File: config.mk
export PLATFORM = sky130hd
export DESIGN_NAME = branch_pc_unit
export DESIGN_NICKNAME = d
export VERILOG_FILES = /design/src/rtl/branch_pc_pkg.sv /design/src/rtl/branch_pc_cond.sv /design/src/rtl/branch_pc_target.sv /design/src/rtl/branch_pc_seq.sv /design/src/rtl/branch_pc_unit.sv
export SDC_FILE = /design/constraint.sdc
export NUM_CORES = 1
export LEC_CHECK = 0
export CAP_MARGIN = 20
export CORE_ASPECT_RATIO = 1.4
export CORE_MARGIN = 2
export CORE_UTILIZATION = 60
export DETAILED_ROUTE_END_ITERATION = 6
export DONT_BUFFER_PORTS = 1
export GPL_TIMING_DRIVEN = 1
export PLACE_DENSITY = 0.76
export RECOVER_POWER = 50
export SYNTH_ARGS = -nofsm -noshare
export SYNTH_HDL_FRONTEND = slang
export SYNTH_SLANG_ARGS = --single-unit
File: constraint.sdc
create_clock -name clk -period 8.8 [get_ports clk]
set_input_delay 0.88 -clock clk [delete_from_list [all_inputs] [get_ports clk]]
set_output_delay 0.88 -clock clk [all_outputs]
set_load 0.005 [all_outputs]
File: src/rtl/branch_pc_pkg.sv
package branch_pc_pkg;

   typedef enum logic [3:0] {
      BK_NONE      = 4'd0,
      BK_EQ        = 4'd1,
      BK_NE        = 4'd2,
      BK_LEZ       = 4'd3,
      BK_GTZ       = 4'd4,
      BK_LTZ       = 4'd5,
      BK_GEZ       = 4'd6,
      BK_LTZ_LINK  = 4'd7,
      BK_GEZ_LINK  = 4'd8,
      BK_JUMP      = 4'd9,
      BK_JUMP_LINK = 4'd10,
      BK_JUMP_REG  = 4'd11
   } br_kind_e;

   function automatic logic kind_links(input br_kind_e k);
      return (k == BK_LTZ_LINK) || (k == BK_GEZ_LINK) || (k == BK_JUMP_LINK);
   endfunction

endpackage

File: src/rtl/branch_pc_cond.sv
module branch_pc_cond
   import branch_pc_pkg::*;
#(
   parameter int XLEN = 32
) (
   input  br_kind_e          kind,
   input  logic [XLEN-1:0]   opa,
   input  logic [XLEN-1:0]   opb,
   output logic              take
);
   logic neg, zero, same;

   assign neg  = opa[XLEN-1];
   assign zero = (opa == '0);
   assign same = (opa == opb);

   always_comb begin
      case (kind)
         BK_EQ:                    take = same;
         BK_NE:                    take = !same;
         BK_LEZ:                   take = neg || zero;
         BK_GTZ:                   take = !neg && !zero;
         BK_LTZ, BK_LTZ_LINK:      take = neg;
         BK_GEZ, BK_GEZ_LINK:      take = !neg;
         BK_JUMP, BK_JUMP_LINK,
         BK_JUMP_REG:              take = 1'b1;
         default:                  take = 1'b0;
      endcase
   end
endmodule

File: src/rtl/branch_pc_target.sv
module branch_pc_target
   import branch_pc_pkg::*;
#(
   parameter int XLEN  = 32,
   parameter int OFF_W = 16,
   parameter int JT_W  = 26,
   parameter int SHIFT = 2
) (
   input  br_kind_e          kind,
   input  logic [XLEN-1:0]   pc,
   input  logic [XLEN-1:0]   opa,
   input  logic [OFF_W-1:0]  off,
   input  logic [JT_W-1:0]   jfield,
   output logic [XLEN-1:0]   dest
);
   localparam int REG_W = XLEN - JT_W - SHIFT;

   logic [XLEN-1:0] slot_pc, off_ext, rel_dest, reg_jump;

   assign slot_pc  = pc + XLEN'(1 << SHIFT);
   assign off_ext  = {{(XLEN-OFF_W){off[OFF_W-1]}}, off} << SHIFT;
   assign rel_dest = slot_pc + off_ext;

   generate
      if (REG_W > 0) begin : g_region
         assign reg_jump = {slot_pc[XLEN-1 -: REG_W], jfield, {SHIFT{1'b0}}};
      end else begin : g_flat
         assign reg_jump = {jfield, {SHIFT{1'b0}}};
      end
   endgenerate

   always_comb begin
      case (kind)
         BK_JUMP, BK_JUMP_LINK: dest = reg_jump;
         BK_JUMP_REG:           dest = opa;
         default:               dest = rel_dest;
      endcase
   end
endmodule

File: src/rtl/branch_pc_seq.sv
module branch_pc_seq #(
   parameter int              XLEN     = 32,
   parameter logic [XLEN-1:0] RESET_PC = '0,
   parameter int              STEP     = 4
) (
   input  logic              clk,
   input  logic              rst_n,
   input  logic              adv,
   input  logic              take,
   input  logic [XLEN-1:0]   dest,
   output logic [XLEN-1:0]   pc_q,
   output logic              pend_q,
   output logic [XLEN-1:0]   pend_dest_q
);
   always_ff @(posedge clk) begin
      if (!rst_n) begin
         pc_q        <= RESET_PC;
         pend_q      <= 1'b0;
         pend_dest_q <= '0;
      end else if (adv) begin
         pc_q   <= pend_q ? pend_dest_q : pc_q + XLEN'(STEP);
         pend_q <= take;
         if (take) pend_dest_q <= dest;
      end
   end
endmodule

File: src/rtl/branch_pc_unit.sv
module branch_pc_unit
   import branch_pc_pkg::*;
#(
   parameter int          XLEN       = 32,
   parameter int          OFF_W      = 16,
   parameter int          JT_W       = 26,
   parameter int          INSN_BYTES = 4,
   parameter logic [31:0] RESET_PC   = 32'h0000_1000
) (
   input  logic              clk,
   input  logic              rst_n,
   input  logic              issue_en,
   input  logic [3:0]        br_kind,
   input  logic [XLEN-1:0]   src_a,
   input  logic [XLEN-1:0]   src_b,
   input  logic [OFF_W-1:0]  br_off,
   input  logic [JT_W-1:0]   jmp_field,
   output logic [XLEN-1:0]   fetch_pc,
   output logic              taken,
   output logic              link_we,
   output logic [XLEN-1:0]   link_val
);
   localparam int SHIFT = $clog2(INSN_BYTES);

   generate
      if (INSN_BYTES < 1 || (INSN_BYTES & (INSN_BYTES - 1)) != 0) begin : g_bad_step
         $error("INSN_BYTES must be a power of two");
      end
      if (JT_W + SHIFT > XLEN) begin : g_bad_jfield
         $error("jump field plus alignment exceeds XLEN");
      end
      if (OFF_W + SHIFT > XLEN || OFF_W < 2) begin : g_bad_off
         $error("branch displacement width out of range");
      end
   endgenerate

   br_kind_e          kind_e;
   logic              take_w, pend_w;
   logic [XLEN-1:0]   dest_w, pend_dest_w;

   assign kind_e = br_kind_e'(br_kind);

   branch_pc_cond #(.XLEN(XLEN)) u_cond (
      .kind (kind_e),
      .opa  (src_a),
      .opb  (src_b),
      .take (take_w)
   );

   branch_pc_target #(.XLEN(XLEN), .OFF_W(OFF_W), .JT_W(JT_W), .SHIFT(SHIFT)) u_target (
      .kind   (kind_e),
      .pc     (fetch_pc),
      .opa    (src_a),
      .off    (br_off),
      .jfield (jmp_field),
      .dest   (dest_w)
   );

   branch_pc_seq #(.XLEN(XLEN), .RESET_PC(XLEN'(RESET_PC)), .STEP(INSN_BYTES)) u_seq (
      .clk         (clk),
      .rst_n       (rst_n),
      .adv         (issue_en),
      .take        (taken),
      .dest        (dest_w),
      .pc_q        (fetch_pc),
      .pend_q      (pend_w),
      .pend_dest_q (pend_dest_w)
   );

   assign taken    = rst_n && issue_en && take_w;
   assign link_we  = rst_n && issue_en && kind_links(kind_e);
   assign link_val = fetch_pc + XLEN'(2 * INSN_BYTES);
endmodule

==> results.ini <==
[critical_path]
path_max_fanout=15
slowest_stage=dfxtp_1
startpoint_type=register
max_stage_delay_ns=0.74
critPathMostFrequentCell=ha_1
crit_required_ns=9.06
arrival_ns=4.96
crit_chain=ha_1 -> nand2_1 -> or3_1 -> nor2_1 -> xor2_1 -> ha_1 -> and4_1 -> and2_1 -> a32o_2 -> a221o_1 -> and3_1 -> o41a_1 -> mux2_4 -> a31oi_1
worstSetupEndpointType=register
worst-setup-path-type=reg2reg

[global_routing]
grt_pass1_wl_mm=33.44
grt_use_total_pct=36.51
antenna_found_initial=0
grt_start_max_net_pins=68
gr-total-overflow=0
first_global_vias=6130

[synthesis]
yosys_warnings=0
synth_area_um2=6347
synth.avg_cell_area_um2=7.760
synth.yosys.seq_area_share_pct=20.50
synthFlopType=dfxtp_1
yosys_register_bits=65
synth_cell_types=65
syn_nets=965
synth-edff-count=0
synthCells=818
synthArstFlopShare_pct=0

[place]
dp_hpwl_mm=16.48
dp_cells=890
gp_congestion=0.9783
port_buffers=0

[flow_run]
maxCapViolCount=1

[power_and_ir_drop]
switchingPower_mw=0.2237
seqPwrFrac_pct=36.2
p_leak_nw=2.639
p_sw_share_pct=25.51
intPower_mw=0.6530
clkPwrFrac_pct=48.1
comb_power_share_pct=15.7
ir_drop_uv=91.13
powerDensity_nw_per_um2=132.0

[sta]
tns_ns=0
finalSetupViolCount=0
worst_pin_slew_ns=2.794
slew_viol_final=68
worst_slew_margin_rel_pct=-86.28
final-hold-violation-count=0
min_period_ns=4.699
rsz0062_at_grt=no
fin_skew_ns=0.007383
min_period_over_period_pct=53.39
fmax_ghz=0.2128

[routing]
route.detailed.drc=0
routed_via_density=7.107
drtAntennaViolNets=0
drt_iter0_drc=616
wirelength_mm=21.44
drtPass1Iterations=6
avgRoutedWirePerCell_um=23.64
via_count=6446

[run_status]
violations=max-capacitance violations, max-slew violations
status=finished with violations

[finish]
syn2layout_area_growth_pct=4.672
stdcell_count=907
layout-drive-gt1-share_pct=5.332
fin_nets=911
n_antenna_cell=0
nFillCells=921
mostFrequentLayoutCell=xnor2_1
layout_common_cells=xnor2_1, nand2_1, dfxtp_1

[floorplanning]
die-area_um2=11430
initial_core_util_pct=61.33
fp.coreArea_um2=10350
die_y_um=125.7
die_w_um=90.93
io-pin-count=179
std_cell_rows=44

[clocking]
htree_levels=3
clock_path_buffers=2
cts_tree=built
hold_buffers=0
cts-resized-gates=0
cts.sinks=65
clk_pin_slew_ns=0.06
numCtsBuffers=9
cts_root_buf=clkbuf_16
worstSkewPairLatency_ns=0.34
post-cts-setup-buffers=0

[worst_hold_path]
min_path_type=reg2reg

-- registers in the layout, summed over array words and instances (netlist names) --
register and cells:
u_seq.pc_q 32, u_seq.pend_dest_q 32, u_seq.pend_q 1
-- worst max-delay path, delay by kind of cell, from the launching register on --
| kind | cells | cell delay, ns |
|---|---|---|
| AOI/OAI and AO/OA | 4 | 1.23 |
| xor gates and xnor gates | 1 | 0.23 |
| adders and majority gates | 2 | 0.69 |
| DFF | 1 | 0.74 |
| muxes | 1 | 0.30 |
| and+or+nand+nor | 6 | 1.45 |
-- power by group through the flow --
stage,clock (mW),sequential (mW),combinational [mW]
2_1_floorplan,0,0.317,0.117
3_3_place_gp,0,0.323,0.129
3_5_place_dp,0,0.323,0.132
4_1_cts,0.423,0.317,0.133
5_1_grt,0.436,0.319,0.150
6_report,0.422,0.318,0.137
-- cells by family (layout without fill, tap and decap cells) --
kind of cell	Yosys count	in the layout	synth area share (%)
compound gates	242	242	27.42
xor+xnor	105	105	14.49
fa+ha+maj	34	34	6.820
buf+inv	82	33	5.086
flops	65	65	20.50
mux	24	24	4.041
simple gates	266	266	21.64
-- routing by layer --
metal  vias up  wire length, µm  global-route usage [%]
met5         -                0                       0
met4         0              882                   14.35
met3        68             2285                   10.29
met2       412             9852                   59.39
met1      3038             8417                   45.67
li1       2928                -                       -
-- metrics by stage --
stage	power, mW	util [%]	worst slack (ns)	cell area, µm²	hold WS [ns]
final	0.8767	64.19	4.101	6644	0.4925
after global routing	0.9050	64.19	3.841	6644	0.5136
after CTS	0.8728	63.97	4.176	6621	0.4958
after detailed placement	0.4551	60.64	4.173	6276	0.4802
after global placement	0.4520	60.64	4.236	6276	0.4733
after floorplan	0.4333	-	4.895	6347	0.4638
-- Yosys cell counts, types with 8 or more instances --
| master | count | area, µm² |
|---|---|---|
| nand3_1 | 28 | 140.1 |
| mux2i_1 | 14 | 140.1 |
| nand4_1 | 30 | 187.7 |
| nor3_1 | 8 | 40.04 |
| o21ai_0 | 50 | 250.2 |
| nor2_1 | 43 | 161.4 |
| dfxtp_1 | 65 | 1301 |
| a22oi_1 | 28 | 210.2 |
| o211ai_1 | 9 | 67.56 |
| a21o_1 | 14 | 105.1 |
| a21oi_1 | 30 | 150.1 |
| a21boi_0 | 9 | 67.56 |
| o21a_1 | 8 | 60.06 |
| inv_1 | 13 | 48.80 |
| clkbuf_1 | 60 | 225.2 |
| nand2_1 | 72 | 270.3 |
| nor2b_1 | 26 | 162.7 |
| nand2b_1 | 17 | 106.4 |
| ha_1 | 33 | 412.9 |
| a31oi_1 | 12 | 75.07 |
| mux2_2 | 9 | 101.4 |
| o211a_1 | 17 | 170.2 |
| a222oi_1 | 17 | 170.2 |
| nor4_1 | 13 | 81.33 |
| xor2_1 | 24 | 210.2 |
| xnor2_1 | 81 | 709.4 |
| o31ai_1 | 9 | 67.56 |
| and3_1 | 9 | 56.30 |
-- cell type report --
class / count / area (µm²) / area share, %
clock buffers: 11 / 242.7 / 3.653
flip-flops and latches: 65 / 1301 / 19.59
repair buffers: 4 / 46.29 / 0.6968
well taps: 138 / 172.7 / 2.599
clock inverters: 5 / 102.6 / 1.544
multi-input cells: 671 / 4730 / 71.19
inverters: 13 / 48.80 / 0.7345
-- worst paths after layout --
path / startpoint / to / slack [ns] / depth (start not counted)
worst max register to register: u_seq.pc_q[2]$_SDFFE_PN0P_ / u_seq.pend_dest_q[28]$_SDFFE_PN0P_ / 4.10 / 14
worst min register to register: u_seq.pend_dest_q[1]$_SDFFE_PN0P_ / u_seq.pc_q[1]$_SDFFE_PN0P_ / 0.49 / 2
worst max-delay path: u_seq.pc_q[2]$_SDFFE_PN0P_ / u_seq.pend_dest_q[28]$_SDFFE_PN0P_ / 4.10 / 14
worst min-delay path: u_seq.pend_dest_q[1]$_SDFFE_PN0P_ / u_seq.pc_q[1]$_SDFFE_PN0P_ / 0.49 / 2
No activity file was read; power rests on OpenSTA's default activity.
